--- src/rtl/gpio_irq_pkg.sv ---
package gpio_irq_pkg;

    typedef enum logic {
        SENSE_EDGE  = 1'b0,
        SENSE_LEVEL = 1'b1
    } sense_e;

    // Decide whether one pin reports an event this cycle.
    function automatic logic pin_hit(
        sense_e mode,
        logic   any_edge,
        logic   polarity,
        logic   is_input,
        logic   cur,
        logic   prev
    );
        logic hit;
        hit = 1'b0;
        if (mode == SENSE_LEVEL) begin
            hit = (cur == polarity);
        end else if (is_input && (cur != prev)) begin
            hit = any_edge ? 1'b1 : (cur == polarity);
        end
        return hit;
    endfunction

endpackage

--- src/rtl/gpio_irq_sync.sv ---
module gpio_irq_sync #(
    parameter int WIDTH  = 8,
    parameter int STAGES = 2
) (
    input  logic             clk,
    input  logic             rst_n,
    input  logic [WIDTH-1:0] async_i,
    output logic [WIDTH-1:0] sync_o
);
    localparam int LAST = STAGES - 1;

    logic [WIDTH-1:0] chain_d [STAGES];
    logic [WIDTH-1:0] chain_q [STAGES];

    always_comb begin
        chain_d[0] = async_i;
        for (int k = 1; k < STAGES; k++) begin
            chain_d[k] = chain_q[k-1];
        end
    end

    always_ff @(posedge clk or negedge rst_n) begin
        if (!rst_n) begin
            for (int k = 0; k < STAGES; k++) chain_q[k] <= '0;
        end else begin
            for (int k = 0; k < STAGES; k++) chain_q[k] <= chain_d[k];
        end
    end

    assign sync_o = chain_q[LAST];
endmodule

--- src/rtl/gpio_irq_event.sv ---
module gpio_irq_event
    import gpio_irq_pkg::*;
#(
    parameter int WIDTH = 8
) (
    input  logic [WIDTH-1:0] cur_i,
    input  logic [WIDTH-1:0] prev_i,
    input  logic [WIDTH-1:0] drive_out_i,
    input  logic [WIDTH-1:0] sense_level_i,
    input  logic [WIDTH-1:0] any_edge_i,
    input  logic [WIDTH-1:0] polarity_i,
    output logic [WIDTH-1:0] hit_o
);
    for (genvar g = 0; g < WIDTH; g++) begin : g_pin
        assign hit_o[g] = pin_hit(sense_e'(sense_level_i[g]), any_edge_i[g],
                                  polarity_i[g], ~drive_out_i[g],
                                  cur_i[g], prev_i[g]);
    end
endmodule

--- src/rtl/gpio_irq_status.sv ---
module gpio_irq_status #(
    parameter int WIDTH = 8
) (
    input  logic             clk,
    input  logic             rst_n,
    input  logic [WIDTH-1:0] sample_i,
    input  logic [WIDTH-1:0] hit_i,
    input  logic [WIDTH-1:0] clear_i,
    output logic [WIDTH-1:0] prev_o,
    output logic [WIDTH-1:0] status_o
);
    typedef struct packed {
        logic [WIDTH-1:0] prev;
        logic [WIDTH-1:0] status;
    } state_t;

    state_t st_d, st_q;

    always_comb begin
        st_d        = st_q;
        st_d.prev   = sample_i;
        // detection is OR-ed after the clear so it takes priority
        st_d.status = (st_q.status & ~clear_i) | hit_i;
    end

    always_ff @(posedge clk or negedge rst_n) begin
        if (!rst_n) st_q <= '0;
        else        st_q <= st_d;
    end

    assign prev_o   = st_q.prev;
    assign status_o = st_q.status;
endmodule

--- src/rtl/gpio_irq_detector.sv ---
module gpio_irq_detector #(
    parameter int NPINS       = 8,
    parameter int SYNC_STAGES = 2
) (
    input  logic             clk,
    input  logic             rst_n,
    input  logic [NPINS-1:0] pin_i,
    input  logic [NPINS-1:0] drive_out_i,
    input  logic [NPINS-1:0] sense_level_i,
    input  logic [NPINS-1:0] any_edge_i,
    input  logic [NPINS-1:0] polarity_i,
    input  logic [NPINS-1:0] enable_i,
    input  logic [NPINS-1:0] clear_i,
    output logic [NPINS-1:0] raw_status_o,
    output logic [NPINS-1:0] masked_status_o,
    output logic             irq_o
);
    logic [NPINS-1:0] sync_lvl;
    logic [NPINS-1:0] prev_lvl;
    logic [NPINS-1:0] hit;
    logic [NPINS-1:0] status;

    gpio_irq_sync #(.WIDTH(NPINS), .STAGES(SYNC_STAGES)) u_sync (
        .clk     (clk),
        .rst_n   (rst_n),
        .async_i (pin_i),
        .sync_o  (sync_lvl)
    );

    gpio_irq_event #(.WIDTH(NPINS)) u_event (
        .cur_i         (sync_lvl),
        .prev_i        (prev_lvl),
        .drive_out_i   (drive_out_i),
        .sense_level_i (sense_level_i),
        .any_edge_i    (any_edge_i),
        .polarity_i    (polarity_i),
        .hit_o         (hit)
    );

    gpio_irq_status #(.WIDTH(NPINS)) u_status (
        .clk      (clk),
        .rst_n    (rst_n),
        .sample_i (sync_lvl),
        .hit_i    (hit),
        .clear_i  (clear_i),
        .prev_o   (prev_lvl),
        .status_o (status)
    );

    assign raw_status_o    = status;
    assign masked_status_o = status & enable_i;
    assign irq_o           = |masked_status_o;
endmodule

--- config.mk ---
export PLATFORM = sky130hd
export DESIGN_NAME = gpio_irq_detector
export DESIGN_NICKNAME = d
export VERILOG_FILES = /design/src/rtl/gpio_irq_pkg.sv /design/src/rtl/gpio_irq_sync.sv /design/src/rtl/gpio_irq_event.sv /design/src/rtl/gpio_irq_status.sv /design/src/rtl/gpio_irq_detector.sv
export SDC_FILE = /design/constraint.sdc
export NUM_CORES = 1
export LEC_CHECK = 0
export ABC_CLOCK_PERIOD_IN_PS = 3050
export BUFFER_PORTS_ARGS = -buffer_cell sky130_fd_sc_hd__buf_4
export CELL_PAD_IN_SITES_DETAIL_PLACEMENT = 0
export CELL_PAD_IN_SITES_GLOBAL_PLACEMENT = 1
export CORE_AREA = 4 4 71 73
export CTS_CLUSTER_DIAMETER = 200
export DETAILED_ROUTE_END_ITERATION = 8
export DIE_AREA = 0 0 75 77
export PLACE_DENSITY = 0.78
export SYNTH_ARGS = -nofsm -noshare
export SYNTH_HDL_FRONTEND = slang
export SYNTH_SLANG_ARGS = --single-unit
--- constraint.sdc ---
create_clock -name clk -period 3.05 [get_ports clk]
set_clock_uncertainty 0.05 [all_clocks]
set_input_delay 0.7625 -clock clk [delete_from_list [all_inputs] [get_ports clk]]
set_output_delay 0.7625 -clock clk [all_outputs]
set_load 0.01 [all_outputs]
# Word-level counts from Yosys, hierarchy flattened
# Index checks and enable logic that the tools add are counted.
dict set report word_totals {
  ff_bits 32
  elab_cells 65
}
dict set report op_classes {
  mux 24
  n_reduce_logical 9
  bitwise_logic 12
  eq_ne 16
}
# cell count
set op_table {}
lappend op_table {{2-to-1 mux 1 bit} 24}
lappend op_table {{bitwise AND 8 bit} 2}
lappend op_table {{equality test 1 bit} 8}
lappend op_table {{logical AND 1 bit} 8}
lappend op_table {{inequality test 1 bit} 8}
lappend op_table {{NOT 1 bit} 8}
lappend op_table {{NOT 8 bit} 1}
lappend op_table {{bitwise OR 8 bit} 1}
lappend op_table {{OR reduction 8 bit} 1}

# Logic depth before layout (Yosys ltp)
# Gate-level depths: netlist of the first run.
dict set report depth {
  depth_word 5
  depth_mapped 3
}

# Cells and area by module
# Synthesis of the first run repeated with hierarchy kept, for this count alone.
dict set report hier_totals {
  cells_unflattened 123
  hier_area_um2 1455.1
}
# module instances cells_each seq_area_each_um2 area_each_um2
set modules_own_cells {}
lappend modules_own_cells {gpio_irq_event 1 64 0.0 490.5}
lappend modules_own_cells {gpio_irq_status 1 32 400.4 490.5}
lappend modules_own_cells {gpio_irq_sync 1 16 400.4 400.4}
lappend modules_own_cells {gpio_irq_detector 1 11 0.0 73.8}

# Worst setup path before layout of the first run
# No wires, ideal clock.
dict set report synth_timing {
  path_type {input to output}
  from {in enable_i[3]}
  to {out irq_o}
  path_slack_ps 286
  stages 3
  t_arrival_ps 1951
  cell_sequence {and2_1 -> or4_1 -> or4_1}
}
dict set report synth_via {
  elab_chain_cells 2
}
# element line
set synth_rtl {}
lappend synth_rtl {{from (decl)} gpio_irq_detector.sv:12} ;# input logic [NPINS-1:0] enable_i,
lappend synth_rtl {{bitwise AND 8 bit} gpio_irq_detector.sv:51} ;# assign masked_status_o = status & enable_i;
lappend synth_rtl {{OR reduction 8 bit} gpio_irq_detector.sv:52} ;# assign irq_o = |masked_status_o;
lappend synth_rtl {{to (decl)} gpio_irq_detector.sv:16} ;# output logic irq_o
# No other way between the ends.

# Final worst setup path of the first run
dict set report layout_timing {
  from {in enable_i[2]}
  to {out irq_o}
}
# Same word-level chain as after synthesis.

==> out/qor.txt, run 1 <==
status: completed
CTS buffer count: 5
Mapped Area: 1358 um2
final net count: 260
post-route clock period utilization: 0.9812
Hold Vio Cnt, Final: 0
Power Density: 482.7 nW/um2
Setup Fix Bufs, Post-CTS: 0
vias in the first global route: 1250
fmax: 334.1 MHz
final setup TNS: 0 ns
Port-buffer cells: 74
RSZ-0062 raised after global routing: false
max cap viols: 0
Pleak: 1.011 nW
startpoint types: input pin
Slowest Stage Delay on Critical Path: 0.54 ns
wire per inst: 12.18 um
Setup violations, final: 0
cell row count: 24
drt pass-1 iters: 4
Placement Setup Slack: 0.005005 ns
CP max stage cell: or4_4
hold_buf cts: 0
number of synthesized register bits: 32
register area share after synthesis: 0.5899
DP HPWL: 2538 um
routability cong.: 0.7149
aggregate global-route resource usage: 0.1144
Pwr Total: 1.003 mW
initial antenna violation count: 0
largest net degree at the start of global routing: 33
core footprint: 4354 um2
Longest Clk Path Bufs: 2
GRT Residual Overflow: 0
synthesized instance count: 121
Worst-Margin Slew: 0.3961 ns
cell family with most CP delay: simple AND/OR/NAND/NOR gates
Routed WL: 3093 um
CTS tree: yes
Unique masters post-synth: 16
CP Data Required Time: 2.24 ns
residual DRC count: 0
final core utilization: 0.4773
Die H: 77 um
Final ANT Viol Nets: 0
Via density: 4.736
insertion delay to the later sink of the worst-skew pair: 0.27 ns
Worst Path Arrival: 2.18 ns
die area: 5775 um2
Synth warnings: 0
area added between synthesis and finish: 53.09%
CTS H-tree depth: 2
Crit Path Category: input pin to output port
CP Buf/Inv Count: 2
diodes inserted: 0
post_cts resized: 0
min-delay worst type: flip-flop to flip-flop
min cycle time layout: 2.993 ns
Syn Nets: 179
initial core utilization: 0.3118
clock tree sinks: 32
I/O pin count: 75
crit end category: output port
cell mode on critical path: buf_4
CP Max Fanout: 2
Root Driver: clkbuf_8
crit path cell chain: buf_4, and2_4, or4_4, or4_1, buf_4
DRT iter0 DRCs: 37
VDD IR-drop max: 0.2544 mV
DIE WIDTH: 75 um
Max Slew Vio Count: 0
mean post-synth cell area: 11.22 um2
Reg clk slew, reported paths: 0.06 ns
Worst slew margin: 0.7360
worst setup slack after layout: 0.05722 ns
global-route wire length before repair: 5119 um
via count: 1203
share of cells above drive strength 1: 0.4158
==> placed cells by master (no fill, tap or decap) <==
cell and instances:
buf_4 74, dfrtp_1 32, inv_1 15, nor2b_1 15, a311oi_1 14, o21bai_1 7, nor2_1 7, o21ai_0 7
a22oi_1 7, and2_1 7, clkbuf_8 7, a21oi_1 2, xnor2_1 2, xor2_1 1, o31ai_1 1, and2_4 1
or4_4 1, or2_2 1, or4_1 1
==> synth_stat cells <==
cell,number,area (um2)
o21bai_1,7,52.55
a21oi_1,2,10.01
a311oi_1,14,122.6
xnor2_1,2,17.52
inv_1,15,56.30
xor2_1,1,8.760
and2_4,1,8.760
nor2_1,7,26.28
or2_2,1,6.260
nor2b_1,15,93.84
dfrtp_1,32,800.8
o21ai_0,7,35.03
or4_1,2,15.01
a22oi_1,7,52.55
o31ai_1,1,7.510
and2_1,7,43.79
==> worst reg2reg max path: stages, from the launching register on <==
cell and delay [ns]:
dfrtp_1 0.40, nor2b_1 0.15, a311oi_1 0.27, a22oi_1 0.13
==> power by group <==
part / internal [mW] / switching, mW / total, mW
logic: 0.115 / 0.0761 / 0.191
registers: 0.454 / 0.0188 / 0.473
clock network: 0.201 / 0.138 / 0.339
==> logic make-up after synthesis <==
logic type / count (synthesis) / synth area share
buffers and inverters: 15 / 0.04147
xor gates and xnor gates: 3 / 0.01936
and+or+nand+nor: 33 / 0.1429
DFF: 32 / 0.5899
AOI/OAI and AO/OA: 38 / 0.2065
==> metrics by stage <==
step | instances | cell area [um2] | hold slack (ns)
global route | 254 | 2078 | 0.3019
CTS | 254 | 2074 | 0.2919
floorplan | 121 | 1358 | 0.2812
finish | 254 | 2078 | 0.2913
global placement | 247 | 1978 | 0.2814
detailed placement | 247 | 1978 | 0.2847
==> worst paths after layout <==
path	from	slack, ns	cells after the start	end
max	enable_i[2]	0.06	5	irq_o
min	u_sync.chain_d[4]$_DFF_PN0_	0.29	0	u_sync.sync_o[4]$_DFF_PN0_
max reg2reg	u_status.status_o[3]$_DFF_PN0_	1.92	3	u_status.status_o[3]$_DFF_PN0_
min reg2reg	u_sync.chain_d[4]$_DFF_PN0_	0.29	0	u_sync.sync_o[4]$_DFF_PN0_
max in group asynchronous	rst_n	2.30	1	u_status.prev_o[3]$_DFF_PN0_
min in group asynchronous	rst_n	0.36	1	u_sync.sync_o[4]$_DFF_PN0_
==> layout make-up <==
| type | instances | area [um2] |
|---|---|---|
| fillers | 404 | 2276 |
| flip-flops and latches | 32 | 800.8 |
| repair buffers | 74 | 555.5 |
| multi-input cells | 74 | 504.2 |
| clock buffers | 7 | 96.34 |
| well taps | 52 | 65.06 |
| inverters | 15 | 56.30 |
==> layer usage <==
layer	wire [um]	global-route usage	vias up
li1	-	-	596
met1	1366	0.1437	548
met2	1328	0.1725	56
met3	372	0.05621	3
met4	25	0.03203	0
met5	0	0	-
==> registers in the layout, summed over array words and instances, names as in the netlist <==
signal             flops
u_status.prev_o        8
u_status.status_o      8
u_sync.chain_d         8
u_sync.sync_o          8
(Power assumes the default switching activity.)
==> run 2: changes to the inputs <==
--- a/config.mk
+++ b/config.mk
@@ -5,7 +5,7 @@
 export SDC_FILE = /design/constraint.sdc
 export NUM_CORES = 1
 export LEC_CHECK = 0
-export ABC_CLOCK_PERIOD_IN_PS = 3050
+export ABC_CLOCK_PERIOD_IN_PS = 3100
 export BUFFER_PORTS_ARGS = -buffer_cell sky130_fd_sc_hd__buf_4
 export CELL_PAD_IN_SITES_DETAIL_PLACEMENT = 0
 export CELL_PAD_IN_SITES_GLOBAL_PLACEMENT = 1
==> constraint.sdc (replaced) <==
create_clock -name clk -period 3.1 [get_ports clk]
set_clock_uncertainty 0.05 [all_clocks]
set_input_delay 0.62 -clock clk [delete_from_list [all_inputs] [get_ports clk]]
set_output_delay 0.62 -clock clk [all_outputs]
set_load 0.01 [all_outputs]
==> out/qor.txt, run 2 (same netlist as run 1, synthesis figures left out) <==
status: completed (unchanged)
Setup violations, final: 0 (unchanged)
Pint: 0.7355 mW (was 0.7699 mW)
clock tree sinks: 32 (unchanged)
startpoint types: input pin (unchanged)
post-route clock period utilization: 0.8909
min cycle time layout: 2.762 ns
final setup TNS: 0 ns (unchanged)
Slowest Stage Delay on Critical Path: 0.57 ns (was 0.54 ns)
min-delay worst type: input pin to asynchronous set/reset pin (was flip-flop to flip-flop)
global-route wire length before repair: 5092 um (was 5119 um)
cell row count: 24 (unchanged)
Reg clk slew, reported paths: 0.06 ns (about the same)
placed cell area: 1978 um2 (unchanged)
Setup Fix Bufs, Post-CTS: 0 (unchanged)
post_cts resized: 0 (unchanged)
crit path cell chain: buf_4, and2_1, or4_1, or4_1, buf_4 (was buf_4, and2_4, or4_4, or4_1, buf_4)
DRT iter0 DRCs: 59 (was 37)
RSZ-0062 raised after global routing: false (unchanged)
fmax: 362.1 MHz
Hold Vio Cnt, Final: 0 (unchanged)
Crit Path Category: input pin to output port (unchanged)
Longest Clk Path Bufs: 2 (unchanged)
CP max stage cell: or4_1 (was or4_4)
aggregate global-route resource usage: 0.1147 (was 0.1144)
Routed WL: 3080 um (was 3093 um)
r2r setup slk: 1.99 ns (was 1.92 ns)
CP Data Required Time: 2.43 ns (was 2.24 ns)
Reg2Reg Depth: 3 (unchanged)
initial core utilization: 0.3118 (unchanged)
Final ANT Viol Nets: 0 (unchanged)
share of cells above drive strength 1: 0.4138 (was 0.4158)
area added between synthesis and finish: 52.53% (was 53.09%)
r2r endpoint: u_status.status_o[2]$_DFF_PN0_ (was u_status.status_o[3]$_DFF_PN0_)
Pleak: 1.011 nW (about the same)
drt pass-1 iters: 4 (unchanged)
most common cell after layout, fill and taps aside: buf_4 (unchanged)
Root Driver: clkbuf_8 (unchanged)
CTS H-tree depth: 2 (unchanged)
Sw Pwr: 0.2383 mW (was 0.2332 mW)
CP Buf/Inv Count: 2 (unchanged)
CP Max Fanout: 2 (unchanged)
wire per inst: 12.08 um (was 12.18 um)
most frequent cells in the layout: buf_4, dfrtp_1, inv_1, nor2b_1, a311oi_1 (unchanged)
insertion delay to the later sink of the worst-skew pair: 0.28 ns (was 0.27 ns)
Max Slew Vio Count: 0 (unchanged)
RR Startpoint: u_status.status_o[2]$_DFF_PN0_ (was u_status.status_o[3]$_DFF_PN0_)
Power Density: 470.2 nW/um2 (was 482.7 nW/um2)
residual DRC count: 0 (unchanged)
hold_buf cts: 0 (unchanged)
Combinational Power Share: 0.192 (was 0.191)
CTS buffer count: 5 (unchanged)
routability cong.: 0.7486 (was 0.7149)
Die H: 77 um (unchanged)
I/O pin count: 75 (unchanged)
via count: 1200 (was 1203)
Worst-Margin Slew: 0.4044 ns (was 0.3961 ns)
Worst Path Arrival: 2.09 ns (was 2.18 ns)
core footprint: 4354 um2 (unchanged)
DP HPWL: 2507 um (was 2538 um)
VDD IR-drop max: 0.2367 mV (was 0.2544 mV)
CTS tree: yes (unchanged)
final core utilization: 0.4756 (was 0.4773)
clock power share: 0.331 (was 0.338)
sequential power share: 0.477 (was 0.472)
final net count: 260 (unchanged)
DIE WIDTH: 75 um (unchanged)
Worst slew margin: 0.7304 (was 0.7360)
Via density: 4.706 (was 4.736)
largest net degree at the start of global routing: 33 (unchanged)
Pwr Total: 0.9738 mW (was 1.003 mW)
Port-buffer cells: 74 (unchanged)
cell family with most CP delay: simple AND/OR/NAND/NOR gates (unchanged)
diodes inserted: 0 (unchanged)
Sw Ratio: 0.2447 (was 0.2325)
crit end category: output port (unchanged)
GRT Residual Overflow: 0 (unchanged)
fillers: 421 (was 404)
post-route design area: 2071 um2 (was 2078 um2)
vias in the first global route: 1230 (was 1250)
initial antenna violation count: 0 (unchanged)
die area: 5775 um2 (unchanged)
max cap viols: 0 (unchanged)
run 2: changes by cell type in the layout (fill, tap and decap cells not counted), sizes merged:
cell,delta
clkbuf,-1
clkinv,+2
run 2: per-layer routing:
layer / GRT usage / routed length (um)
met3: 0.03922 / 345
met2: 0.1629 / 1312
met5: 0 / 0
met4: 0.05872 / 50
met1: 0.1521 / 1372
run 2: how the worst max path moves through the flow:
| stage | to | from | depth (start not counted) |
|---|---|---|---|
| 4_1_cts | irq_o | enable_i[3] | 5 |
| 3_5_place_dp | irq_o | enable_i[2] | 5 |
| 3_3_place_gp | irq_o | enable_i[2] | 5 |
| 5_1_grt | irq_o | enable_i[3] | 5 |
| 2_1_floorplan | irq_o | enable_i[3] | 3 |
| 6_report | irq_o | enable_i[3] | 5 |
run 2: power by group through the flow:
stage               registers [mW]  clock network (mW)  logic, mW
global route                 0.468               0.363      0.207
detailed placement           0.472                   0      0.190
CTS                          0.465               0.340      0.190
finish                       0.464               0.323      0.187
floorplan                    0.474                   0     0.0675
global placement             0.472                   0      0.188
run 2: area by class of cell:
type,count,area (um2),area share
clock buffer,6,82.58,0.03988
clock inverter,2,10.01,0.004834
inverter,15,56.30,0.02719
multi-input combinational,74,500.5,0.2417
sequential,32,800.8,0.3867
tap,52,65.06,0.03142
timing repair buffer,74,555.5,0.2683
run 2: per-stage QoR:
step | hold WS, ns | setup WS [ns] | cells
final | 0.2207 | 0.3382 | 255
after global placement | 0.2819 | 0.3471 | 247
after CTS | 0.2280 | 0.3342 | 255
after detailed placement | 0.2847 | 0.3352 | 247
after global routing | 0.2420 | 0.3012 | 255
after floorplan | 0.2744 | 0.6215 | 121
==> run 3: changes to the inputs <==
--- a/config.mk
+++ b/config.mk
@@ -7,13 +7,11 @@
 export LEC_CHECK = 0
 export ABC_CLOCK_PERIOD_IN_PS = 3100
 export BUFFER_PORTS_ARGS = -buffer_cell sky130_fd_sc_hd__buf_4
-export CELL_PAD_IN_SITES_DETAIL_PLACEMENT = 0
-export CELL_PAD_IN_SITES_GLOBAL_PLACEMENT = 1
-export CORE_AREA = 4 4 71 73
+export CORE_AREA = 4 4 68 70
 export CTS_CLUSTER_DIAMETER = 200
 export DETAILED_ROUTE_END_ITERATION = 8
-export DIE_AREA = 0 0 75 77
-export PLACE_DENSITY = 0.78
+export DIE_AREA = 0 0 72 74
+export PLACE_DENSITY = 0.65
 export SYNTH_ARGS = -nofsm -noshare
 export SYNTH_HDL_FRONTEND = slang
 export SYNTH_SLANG_ARGS = --single-unit
==> out/qor.txt, run 3 (same netlist as run 1, synthesis figures left out) <==
status: completed (unchanged)
fillers: 373 (was 421)
sequential power share: 0.479 (was 0.477)
crit end category: output port (unchanged)
Power Density: 470.3 nW/um2 (was 470.2 nW/um2)
routability cong.: 0.8364 (was 0.7486)
initial core utilization: 0.3418 (was 0.3118)
Final ANT Viol Nets: 0 (unchanged)
CTS tree: yes (unchanged)
Root Driver: clkbuf_8 (unchanged)
core footprint: 3971 um2 (was 4354 um2)
Pleak: 1.005 nW (was 1.011 nW)
min-delay worst type: input pin to asynchronous set/reset pin (unchanged)
drt pass-1 iters: 4 (unchanged)
wire per inst: 13.45 um (was 12.08 um)
crit path cell chain: buf_4, and2_1, or4_1, or4_1, buf_4 (unchanged)
CTS buffer count: 5 (unchanged)
global-route wire length before repair: 5478 um (was 5092 um)
clock tree sinks: 32 (unchanged)
clock power share: 0.326 (was 0.331)
Worst Path Arrival: 2.09 ns (about the same)
RSZ-0062 raised after global routing: false (unchanged)
Combinational Power Share: 0.195 (was 0.192)
Die H: 74 um (was 77 um)
Pwr Total: 0.9715 mW (was 0.9738 mW)
Pint: 0.7397 mW (was 0.7355 mW)
area added between synthesis and finish: 52.17% (was 52.53%)
min cycle time layout: 2.757 ns (was 2.762 ns)
post_cts resized: 0 (unchanged)
VDD IR-drop max: 0.2465 mV (was 0.2367 mV)
Port-buffer cells: 74 (unchanged)
startpoint types: input pin (unchanged)
vias in the first global route: 1289 (was 1230)
most frequent cells in the layout: buf_4, dfrtp_1, inv_1, nor2b_1, a311oi_1 (unchanged)
Worst-Margin Slew: 0.3967 ns (was 0.4044 ns)
Worst slew margin: 0.7355 (was 0.7304)
die area: 5328 um2 (was 5775 um2)
Slowest Stage Delay on Critical Path: 0.55 ns (was 0.57 ns)
Placement Setup Slack: 0.3279 ns (was 0.3352 ns)
largest net degree at the start of global routing: 33 (unchanged)
Multi-input gate area: 500.5 um2 (unchanged)
Hold Vio Cnt, Final: 0 (unchanged)
residual DRC count: 0 (unchanged)
CP Data Required Time: 2.43 ns (about the same)
r2r endpoint: u_status.status_o[3]$_DFF_PN0_ (was u_status.status_o[2]$_DFF_PN0_)
Longest Clk Path Bufs: 2 (unchanged)
Setup Fix Bufs, Post-CTS: 0 (unchanged)
placed cell area: 1976 um2 (was 1978 um2)
fmax: 362.7 MHz (was 362.1 MHz)
aggregate global-route resource usage: 0.1358 (was 0.1147)
Reg clk slew, reported paths: 0.06 ns (about the same)
Sw Ratio: 0.2386 (was 0.2447)
diodes inserted: 0 (unchanged)
max cap viols: 0 (unchanged)
RR Startpoint: u_status.prev_o[3]$_DFF_PN0_ (was u_status.status_o[2]$_DFF_PN0_)
DIE WIDTH: 72 um (was 75 um)
r2r setup slk: 1.96 ns (was 1.99 ns)
post-route clock period utilization: 0.8894 (was 0.8909)
DP HPWL: 2810 um (was 2507 um)
CTS H-tree depth: 2 (unchanged)
Max Slew Vio Count: 0 (unchanged)
DRT iter0 DRCs: 32 (was 59)
GRT Residual Overflow: 0 (unchanged)
Via density: 4.814 (was 4.706)
initial antenna violation count: 0 (unchanged)
worst setup slack after layout: 0.3428 ns (was 0.3382 ns)
Routed WL: 3404 um (was 3080 um)
Crit Path Category: input pin to output port (unchanged)
Sw Pwr: 0.2318 mW (was 0.2383 mW)
CP max stage cell: or4_1 (unchanged)
hold_buf cts: 0 (unchanged)
final setup TNS: 0 ns (unchanged)
post-route design area: 2066 um2 (was 2071 um2)
share of cells above drive strength 1: 0.4039 (was 0.4138)
cell row count: 23 (was 24)
via count: 1218 (was 1200)
CP Max Fanout: 2 (unchanged)
register area: 800.8 um2 (unchanged)
insertion delay to the later sink of the worst-skew pair: 0.27 ns (was 0.28 ns)
I/O pin count: 75 (unchanged)
final net count: 260 (unchanged)
hold_ws: 0.2122 ns (was 0.2207 ns)
Reg2Reg Depth: 3 (unchanged)
Setup violations, final: 0 (unchanged)
most common cell after layout, fill and taps aside: buf_4 (unchanged)
==> run 3: cell types whose count changed in the layout (fill, tap and decap cells not counted), sizes merged <==
| cell | previous run | this run |
|---|---|---|
| clkinv | 2 | 0 |
| clkbuf | 6 | 8 |
==> run 3: worst max path at each step <==
stage	from	endpoint	slack (ns)	cells after the start
global placement	enable_i[3]	irq_o	0.34	5
detailed placement	enable_i[3]	irq_o	0.33	5
global route	enable_i[3]	irq_o	0.28	5
CTS	enable_i[3]	irq_o	0.33	5
floorplan	enable_i[3]	irq_o	0.62	3
finish	enable_i[3]	irq_o	0.34	5
==> run 3: worst max-delay path: cells and delay by family <==
kind	cells	cell delay (ns)
buffers and inverters	2	0.27
AND/OR/NAND/NOR	3	1.20
==> run 3: power groups by stage <==
stage / Clock, mW / Sequential [mW] / Combinational [mW]
finish: 0.317 / 0.465 / 0.190
global route: 0.353 / 0.470 / 0.210
CTS: 0.331 / 0.466 / 0.193
detailed placement: 0 / 0.473 / 0.192
global placement: 0 / 0.472 / 0.186
floorplan: 0 / 0.474 / 0.0675
==> run 3: routing by layer <==
layer / wire (um) / GRT usage / vias to the layer above
li1: - / - / 594
met1: 1336 / 0.1566 / 551
met2: 1579 / 0.2194 / 64
met3: 423 / 0.06486 / 9
met4: 65 / 0.05428 / 0
met5: 0 / 0 / -
==> run 3: final cells by class <==
type	instances	area share
sequential	32	0.3876
clock buffer	8	0.04361
inverter	15	0.02726
timing repair buffer	74	0.2689
multi-input combinational	74	0.2423
tap	50	0.03028
==> run 3: metrics by stage <==
step           std cells    util
2_1_floorplan        121       -
3_3_place_gp         245  0.4975
3_5_place_dp         245  0.4975
4_1_cts              253  0.5202
5_1_grt              253  0.5202
6_report             253  0.5202
